--- config.mk ---
export PLATFORM = sky130hd
export DESIGN_NAME = scl_pacer
export DESIGN_NICKNAME = d
export VERILOG_FILES = /design/src/rtl/scl_pacer_pkg.sv /design/src/rtl/scl_hold_timer.sv /design/src/rtl/scl_stuck_watch.sv /design/src/rtl/scl_edge_ctrl.sv /design/src/rtl/scl_pacer.sv
export SDC_FILE = /design/constraint.sdc
export NUM_CORES = 1
export LEC_CHECK = 0
export ABC_AREA = 1
export ABC_CLOCK_PERIOD_IN_PS = 1530
export BUFFER_PORTS_ARGS = -buffer_cell sky130_fd_sc_hd__clkbuf_2
export CELL_PAD_IN_SITES_DETAIL_PLACEMENT = 0
export CELL_PAD_IN_SITES_GLOBAL_PLACEMENT = 2
export CORE_MARGIN = 5
export CORE_UTILIZATION = 33
export DETAILED_ROUTE_END_ITERATION = 16
export PLACE_DENSITY_LB_ADDON = 0.15
export SETUP_SLACK_MARGIN = 0.5
export SYNTH_ARGS = -nofsm -noshare
export SYNTH_HDL_FRONTEND = slang
export SYNTH_SLANG_ARGS = --single-unit
--- constraint.sdc ---
create_clock -name clk -period 1.53 [get_ports clk]
set_input_delay 0.153 -clock clk [delete_from_list [all_inputs] [get_ports clk]]
set_output_delay 0.153 -clock clk [all_outputs]
set_load 0.01 [all_outputs]
--- src/rtl/scl_pacer_pkg.sv ---
package scl_pacer_pkg;

    // Single-edge request waiting for the hold time to elapse
    typedef enum logic [1:0] {
        PEND_NONE = 2'd0,
        PEND_RISE = 2'd1,
        PEND_FALL = 2'd2
    } pend_e;

    typedef struct packed {
        logic  drive;
        pend_e pend;
    } ctrl_state_t;

endpackage

--- src/rtl/scl_hold_timer.sv ---
module scl_hold_timer #(
    parameter int HOLD_CYCLES = 8
) (
    input  logic clk,
    input  logic rst_n,
    input  logic line_rise_i,
    input  logic line_fall_i,
    output logic ready_o
);
    localparam int CW = $clog2(HOLD_CYCLES + 1);
    localparam logic [CW-1:0] HOLD_MAX = CW'(HOLD_CYCLES);

    typedef struct packed {
        logic [CW-1:0] cnt;
    } tmr_t;

    tmr_t st_d, st_q;
    logic seen_edge;

    always_comb begin
        st_d      = st_q;
        seen_edge = line_rise_i | line_fall_i;
        if (seen_edge) begin
            st_d.cnt = '0;
        end else if (st_q.cnt != HOLD_MAX) begin
            st_d.cnt = st_q.cnt + CW'(1);
        end
    end

    always_ff @(posedge clk or negedge rst_n) begin
        if (!rst_n) begin
            st_q <= '0;
        end else begin
            st_q <= st_d;
        end
    end

    assign ready_o = (st_q.cnt == HOLD_MAX) && !seen_edge;

    // An observed edge always forces a fresh wait
    p_no_ready_after_edge_r3: assert property (@(posedge clk) disable iff (!rst_n)
        (line_rise_i || line_fall_i) |=> !ready_o);

endmodule

--- src/rtl/scl_stuck_watch.sv ---
module scl_stuck_watch #(
    parameter int HOLD_CYCLES = 8
) (
    input  logic clk,
    input  logic rst_n,
    input  logic drive_i,
    input  logic line_lvl_i,
    input  logic line_rise_i,
    output logic stuck_o
);
    localparam int CW = $clog2(HOLD_CYCLES + 1);
    localparam logic [CW-1:0] HOLD_MAX  = CW'(HOLD_CYCLES);
    localparam logic [CW-1:0] HOLD_LAST = CW'(HOLD_CYCLES - 1);

    typedef struct packed {
        logic [CW-1:0] cnt;
        logic          flag;
    } watch_t;

    watch_t st_d, st_q;
    logic   held_low;

    always_comb begin
        st_d     = st_q;
        held_low = !drive_i && !line_lvl_i;
        if (held_low) begin
            if (st_q.cnt != HOLD_MAX) begin
                st_d.cnt = st_q.cnt + CW'(1);
            end
        end else begin
            st_d.cnt = '0;
        end
        if (line_rise_i) begin
            st_d.flag = 1'b0;
        end else if (held_low && (st_q.cnt >= HOLD_LAST)) begin
            st_d.flag = 1'b1;
        end
    end

    always_ff @(posedge clk or negedge rst_n) begin
        if (!rst_n) begin
            st_q <= '0;
        end else begin
            st_q <= st_d;
        end
    end

    assign stuck_o = st_q.flag;

    p_stuck_clears_on_rise_r10: assert property (@(posedge clk) disable iff (!rst_n)
        line_rise_i |=> !stuck_o);

    p_stuck_needs_release_r9: assert property (@(posedge clk) disable iff (!rst_n)
        $rose(stuck_o) |-> $past(!drive_i && !line_lvl_i));

endmodule

--- src/rtl/scl_edge_ctrl.sv ---
module scl_edge_ctrl
    import scl_pacer_pkg::*;
(
    input  logic clk,
    input  logic rst_n,
    input  logic run_cont_i,
    input  logic req_rise_i,
    input  logic req_fall_i,
    input  logic line_lvl_i,
    input  logic ready_i,
    output logic drive_o
);
    ctrl_state_t st_d, st_q;
    pend_e       incoming;

    always_comb begin
        st_d = st_q;
        if (req_fall_i) begin
            incoming = PEND_FALL;
        end else if (req_rise_i) begin
            incoming = PEND_RISE;
        end else begin
            incoming = PEND_NONE;
        end

        if (run_cont_i) begin
            st_d.pend = PEND_NONE;
            if (ready_i) begin
                if (line_lvl_i) begin
                    st_d.drive = 1'b1;
                end else if (st_q.drive) begin
                    st_d.drive = 1'b0;
                end
            end
        end else begin
            if (ready_i && (st_q.pend != PEND_NONE)) begin
                st_d.drive = (st_q.pend == PEND_FALL);
                st_d.pend  = incoming;
            end else if (incoming != PEND_NONE) begin
                st_d.pend = incoming;
            end
        end
    end

    always_ff @(posedge clk or negedge rst_n) begin
        if (!rst_n) begin
            st_q.drive <= 1'b0;
            st_q.pend  <= PEND_NONE;
        end else begin
            st_q <= st_d;
        end
    end

    assign drive_o = st_q.drive;

    // The drive only moves once the timer reports an elapsed hold time
    p_hold_before_toggle_r2: assert property (@(posedge clk) disable iff (!rst_n)
        !$stable(st_q.drive) |-> $past(ready_i));

    // Released but low in continuous mode: keep waiting for the wire
    p_wait_while_stretched_r5: assert property (@(posedge clk) disable iff (!rst_n)
        (run_cont_i && !st_q.drive && !line_lvl_i) |=> !st_q.drive);

    // Nothing left over from continuous mode
    p_cont_leaves_no_request_r11: assert property (@(posedge clk) disable iff (!rst_n)
        (run_cont_i && !req_rise_i && !req_fall_i) |=> (st_q.pend == PEND_NONE));

endmodule

--- src/rtl/scl_pacer.sv ---
module scl_pacer #(
    parameter int HOLD_CYCLES = 8
) (
    input  logic clk,
    input  logic rst_n,
    input  logic line_lvl,
    input  logic line_rise,
    input  logic line_fall,
    input  logic run_cont,
    input  logic req_rise,
    input  logic req_fall,
    output logic pull_low,
    output logic stuck_low
);
    logic hold_ready;
    logic drive;

    scl_hold_timer #(.HOLD_CYCLES(HOLD_CYCLES)) u_timer (
        .clk         (clk),
        .rst_n       (rst_n),
        .line_rise_i (line_rise),
        .line_fall_i (line_fall),
        .ready_o     (hold_ready)
    );

    scl_edge_ctrl u_ctrl (
        .clk        (clk),
        .rst_n      (rst_n),
        .run_cont_i (run_cont),
        .req_rise_i (req_rise),
        .req_fall_i (req_fall),
        .line_lvl_i (line_lvl),
        .ready_i    (hold_ready),
        .drive_o    (drive)
    );

    scl_stuck_watch #(.HOLD_CYCLES(HOLD_CYCLES)) u_watch (
        .clk         (clk),
        .rst_n       (rst_n),
        .drive_i     (drive),
        .line_lvl_i  (line_lvl),
        .line_rise_i (line_rise),
        .stuck_o     (stuck_low)
    );

    assign pull_low = drive;

    p_reset_released_r1: assert property (@(posedge clk)
        !rst_n |=> (!pull_low && !stuck_low) || rst_n);

endmodule

==> flow_summary.ini <==
[outcome]
status = completed

[global_routing]
grt_pass1_vias = 549
grt_max_degree = 13
antenna_found_initial = 0
overflow = 0
grtUsageTotal_pct = 11.10
grt_pass1_wl_um = 2270

[critical_path]
worstPathRequired_ns = 1.70
arrival_ns = 1.27
reg2reg_depth = 7
critPathMaxFanout = 5
cp-start-kind = flip-flop
ff2ff_setup_slack_ns = 0.43
crit_path_end_kind = flip-flop
rr_startpoint = u_timer.st_q[1]$_DFFE_PN0N_
timing.rr.end = u_timer.st_q[0]$_DFFE_PN0N_
crit_type = reg -> reg

[layout]
finalNonFillerCells = 120
nFillCells = 188
regArea_um2 = 300.3
area_growth_pct = 38.98
multiInputGateArea_um2 = 367.9
final_core_util_pct = 49.54
drive_above_1_share_pct = 42.11
layout.nets = 108
diodes = 0

[sta]
max_freq_mhz = 907.3
slew_headroom_pct = 79.78
finalSetupViolCount = 0
period_minus_slack_ns = 1.102
tns_ns = 0
period_share_pct = 72.04
drv_slew = 0
hold_viol_final = 0
finClkSkew_ns = 0.006020
rsz0062_at_grt = yes
worst_pin_slew_ns = 0.3034
hold_slack_ns = 0.06889

[worst_hold_path]
hp-class = in -> reg
hold-path-endpoint = u_watch.stuck_o$_DFFE_PN0P_
hold_depth = 2
hold_start = line_rise

[clocking]
cts-root-buf = clkbuf_4
clkTransAtPathRegs_ns = 0.08
cts_sinks = 12
clockBufferDepth = 2
htree_levels = 1
cts_buffers = 3
cts_tree = built
worstSkewPairLatency_ns = 0.27

[floorplanning]
dieHeight_um = 53.89
dieArea_um2 = 2904
start_util_pct = 35.65
coreArea_um2 = 1783
io_pins = 10
row_count = 15
chipWidth_um = 53.89

[placed_design]
dpl.cell_count = 110
gp_congestion = 0.8114
hpwl_um = 918.4
numPortBuffers = 9

[synthesis]
ys_seq_elements = 12
synth_nets = 88
synth_top_area_share_pct = 47.24
synth.distinct_cells = 18
postSynthAreaPerCell_um2 = 8.363
seq_area_frac_synth_pct = 47.24
yosysTopAreaCell = dfrtp_1
synthCells = 76
synth_area_leaders = dfrtp_1 (47%), ha_1 (7.9%), inv_1 (7.7%)
syn_area_um2 = 635.6
yosysWarnings = 0

[detailed_routing]
wire_per_inst_um = 10.95
drc_errors = 0
vias_per_cell = 4.450
drt_wl_total_um = 1314
first_pass_iters = 2
via_count = 534
drtAntennaViolNets = 0
first_iter_violations = 4

[pwr]
cellPowerDensity_nw_per_um2 = 789.2
peakVddDrop_mv = 0.5321
p_leak_nw = 0.4094

[job]
drv_cap = 0
-- layout by cell type (no fill, tap or decap), types with 3 or more instances in the layout --
| cell type | synthesis | final |
|---|---|---|
| clkbuf_2 | 0 | 8 |
| a21oi_1 | 4 | 4 |
| nand3_1 | 8 | 4 |
| dfrtp_1 | 12 | 12 |
| nand3_2 | 1 | 3 |
| nor2_1 | 5 | 5 |
| nand2_1 | 12 | 10 |
| o21ai_1 | 6 | 5 |
| inv_2 | 1 | 5 |
| inv_1 | 13 | 8 |
| clkbuf_4 | 0 | 3 |
| buf_4 | 0 | 5 |
-- routing by layer --
| metal | vias up | GRT usage (%) | wire length (um) |
|---|---|---|---|
| li1 | 280 | - | - |
| met1 | 241 | 14.26 | 637 |
| met2 | 13 | 16.53 | 587 |
| met3 | 0 | 4.986 | 89 |
| met4 | 0 | 3.404 | 0 |
| met5 | - | 0 | 0 |
-- final cells by class --
| class | count | share of cell area, % |
|---|---|---|
| Multi-Input combinational cell | 50 | 41.64 |
| Sequential cell | 12 | 33.99 |
| Timing Repair Buffer | 15 | 10.48 |
| Inverter | 14 | 6.232 |
| Clock buffer | 4 | 4.108 |
| Tap cell | 25 | 3.541 |
-- cells in the mapped netlist, drive strengths merged --
master	number
nand4	1
nand3b	1
dfrtp	12
nor2	8
inv	14
ha	4
nand3	9
and3	1
a21oi	4
nand2	13
o21ai	8
xnor2	1
-- sequential cells by signal (all words and copies together) (netlist names) --
| signal | count |
|---|---|
| u_ctrl.st_q | 2 |
| u_timer.st_q | 4 |
| u_watch.st_q | 4 |
| u_watch.stuck_o | 1 |
| u_ctrl.drive_o | 1 |
-- cells by family after synthesis --
family                   after synthesis  synth area share [%]
flip-flops                            12                 47.24
AO/OA/AOI/OAI                         12                 9.449
adder cells (fa/ha/maj)                4                 7.874
AND/OR/NAND/NOR                       33                 25.79
buffers and inverters                 14                 8.268
XOR/XNOR                               1                 1.378
-- critical path, cell delays in order, from the launching register on --
cell     delay (ns)
dfrtp_1        0.39
inv_2          0.09
ha_4           0.14
nand2_4        0.06
inv_4          0.06
nand3_4        0.10
nand2_2        0.11
o21ai_1        0.06
-- worst max path at each step --
stage	from	end	slack, ns
5_1_grt	u_timer.st_q[1]$_DFFE_PN0N_	u_timer.st_q[1]$_DFFE_PN0N_	0.36
4_1_cts	u_timer.st_q[0]$_DFFE_PN0N_	u_timer.st_q[1]$_DFFE_PN0N_	0.42
3_5_place_dp	u_timer.st_q[0]$_DFFE_PN0N_	u_timer.st_q[0]$_DFFE_PN0N_	0.35
3_3_place_gp	u_timer.st_q[0]$_DFFE_PN0N_	u_timer.st_q[0]$_DFFE_PN0N_	0.38
6_report	u_timer.st_q[1]$_DFFE_PN0N_	u_timer.st_q[0]$_DFFE_PN0N_	0.43
2_1_floorplan	u_timer.st_q[0]$_DFFE_PN0N_	u_timer.st_q[0]$_DFFE_PN0N_	0.48
-- what timing repair did --
item	CTS	global route
hold buffers	1	0
endpoints found under the hold margin	12	0
cloned	0	0
resized for setup	14	11
pin swaps	1	7
endpoints found under the setup margin	10	11
buffers inserted	3	2
-- power breakdown --
| part | internal (mW) | total, mW | switching (mW) |
|---|---|---|---|
| Sequential | 0.329 | 0.341 | 0.0118 |
| Clock | 0.145 | 0.252 | 0.108 |
| Combinational | 0.0498 | 0.104 | 0.0543 |
-- per-stage QoR --
stage	cell area (um2)	setup slack, ns	power, mW
global placement	711.9	0.3752	0.4114
global route	883.3	0.3577	0.7433
finish	883.3	0.4278	0.6971
floorplan	635.6	0.4792	0.3834
detailed placement	711.9	0.3484	0.4120
CTS	820.8	0.4212	0.6866
Note: power is estimated with default switching activity, not from simulation.
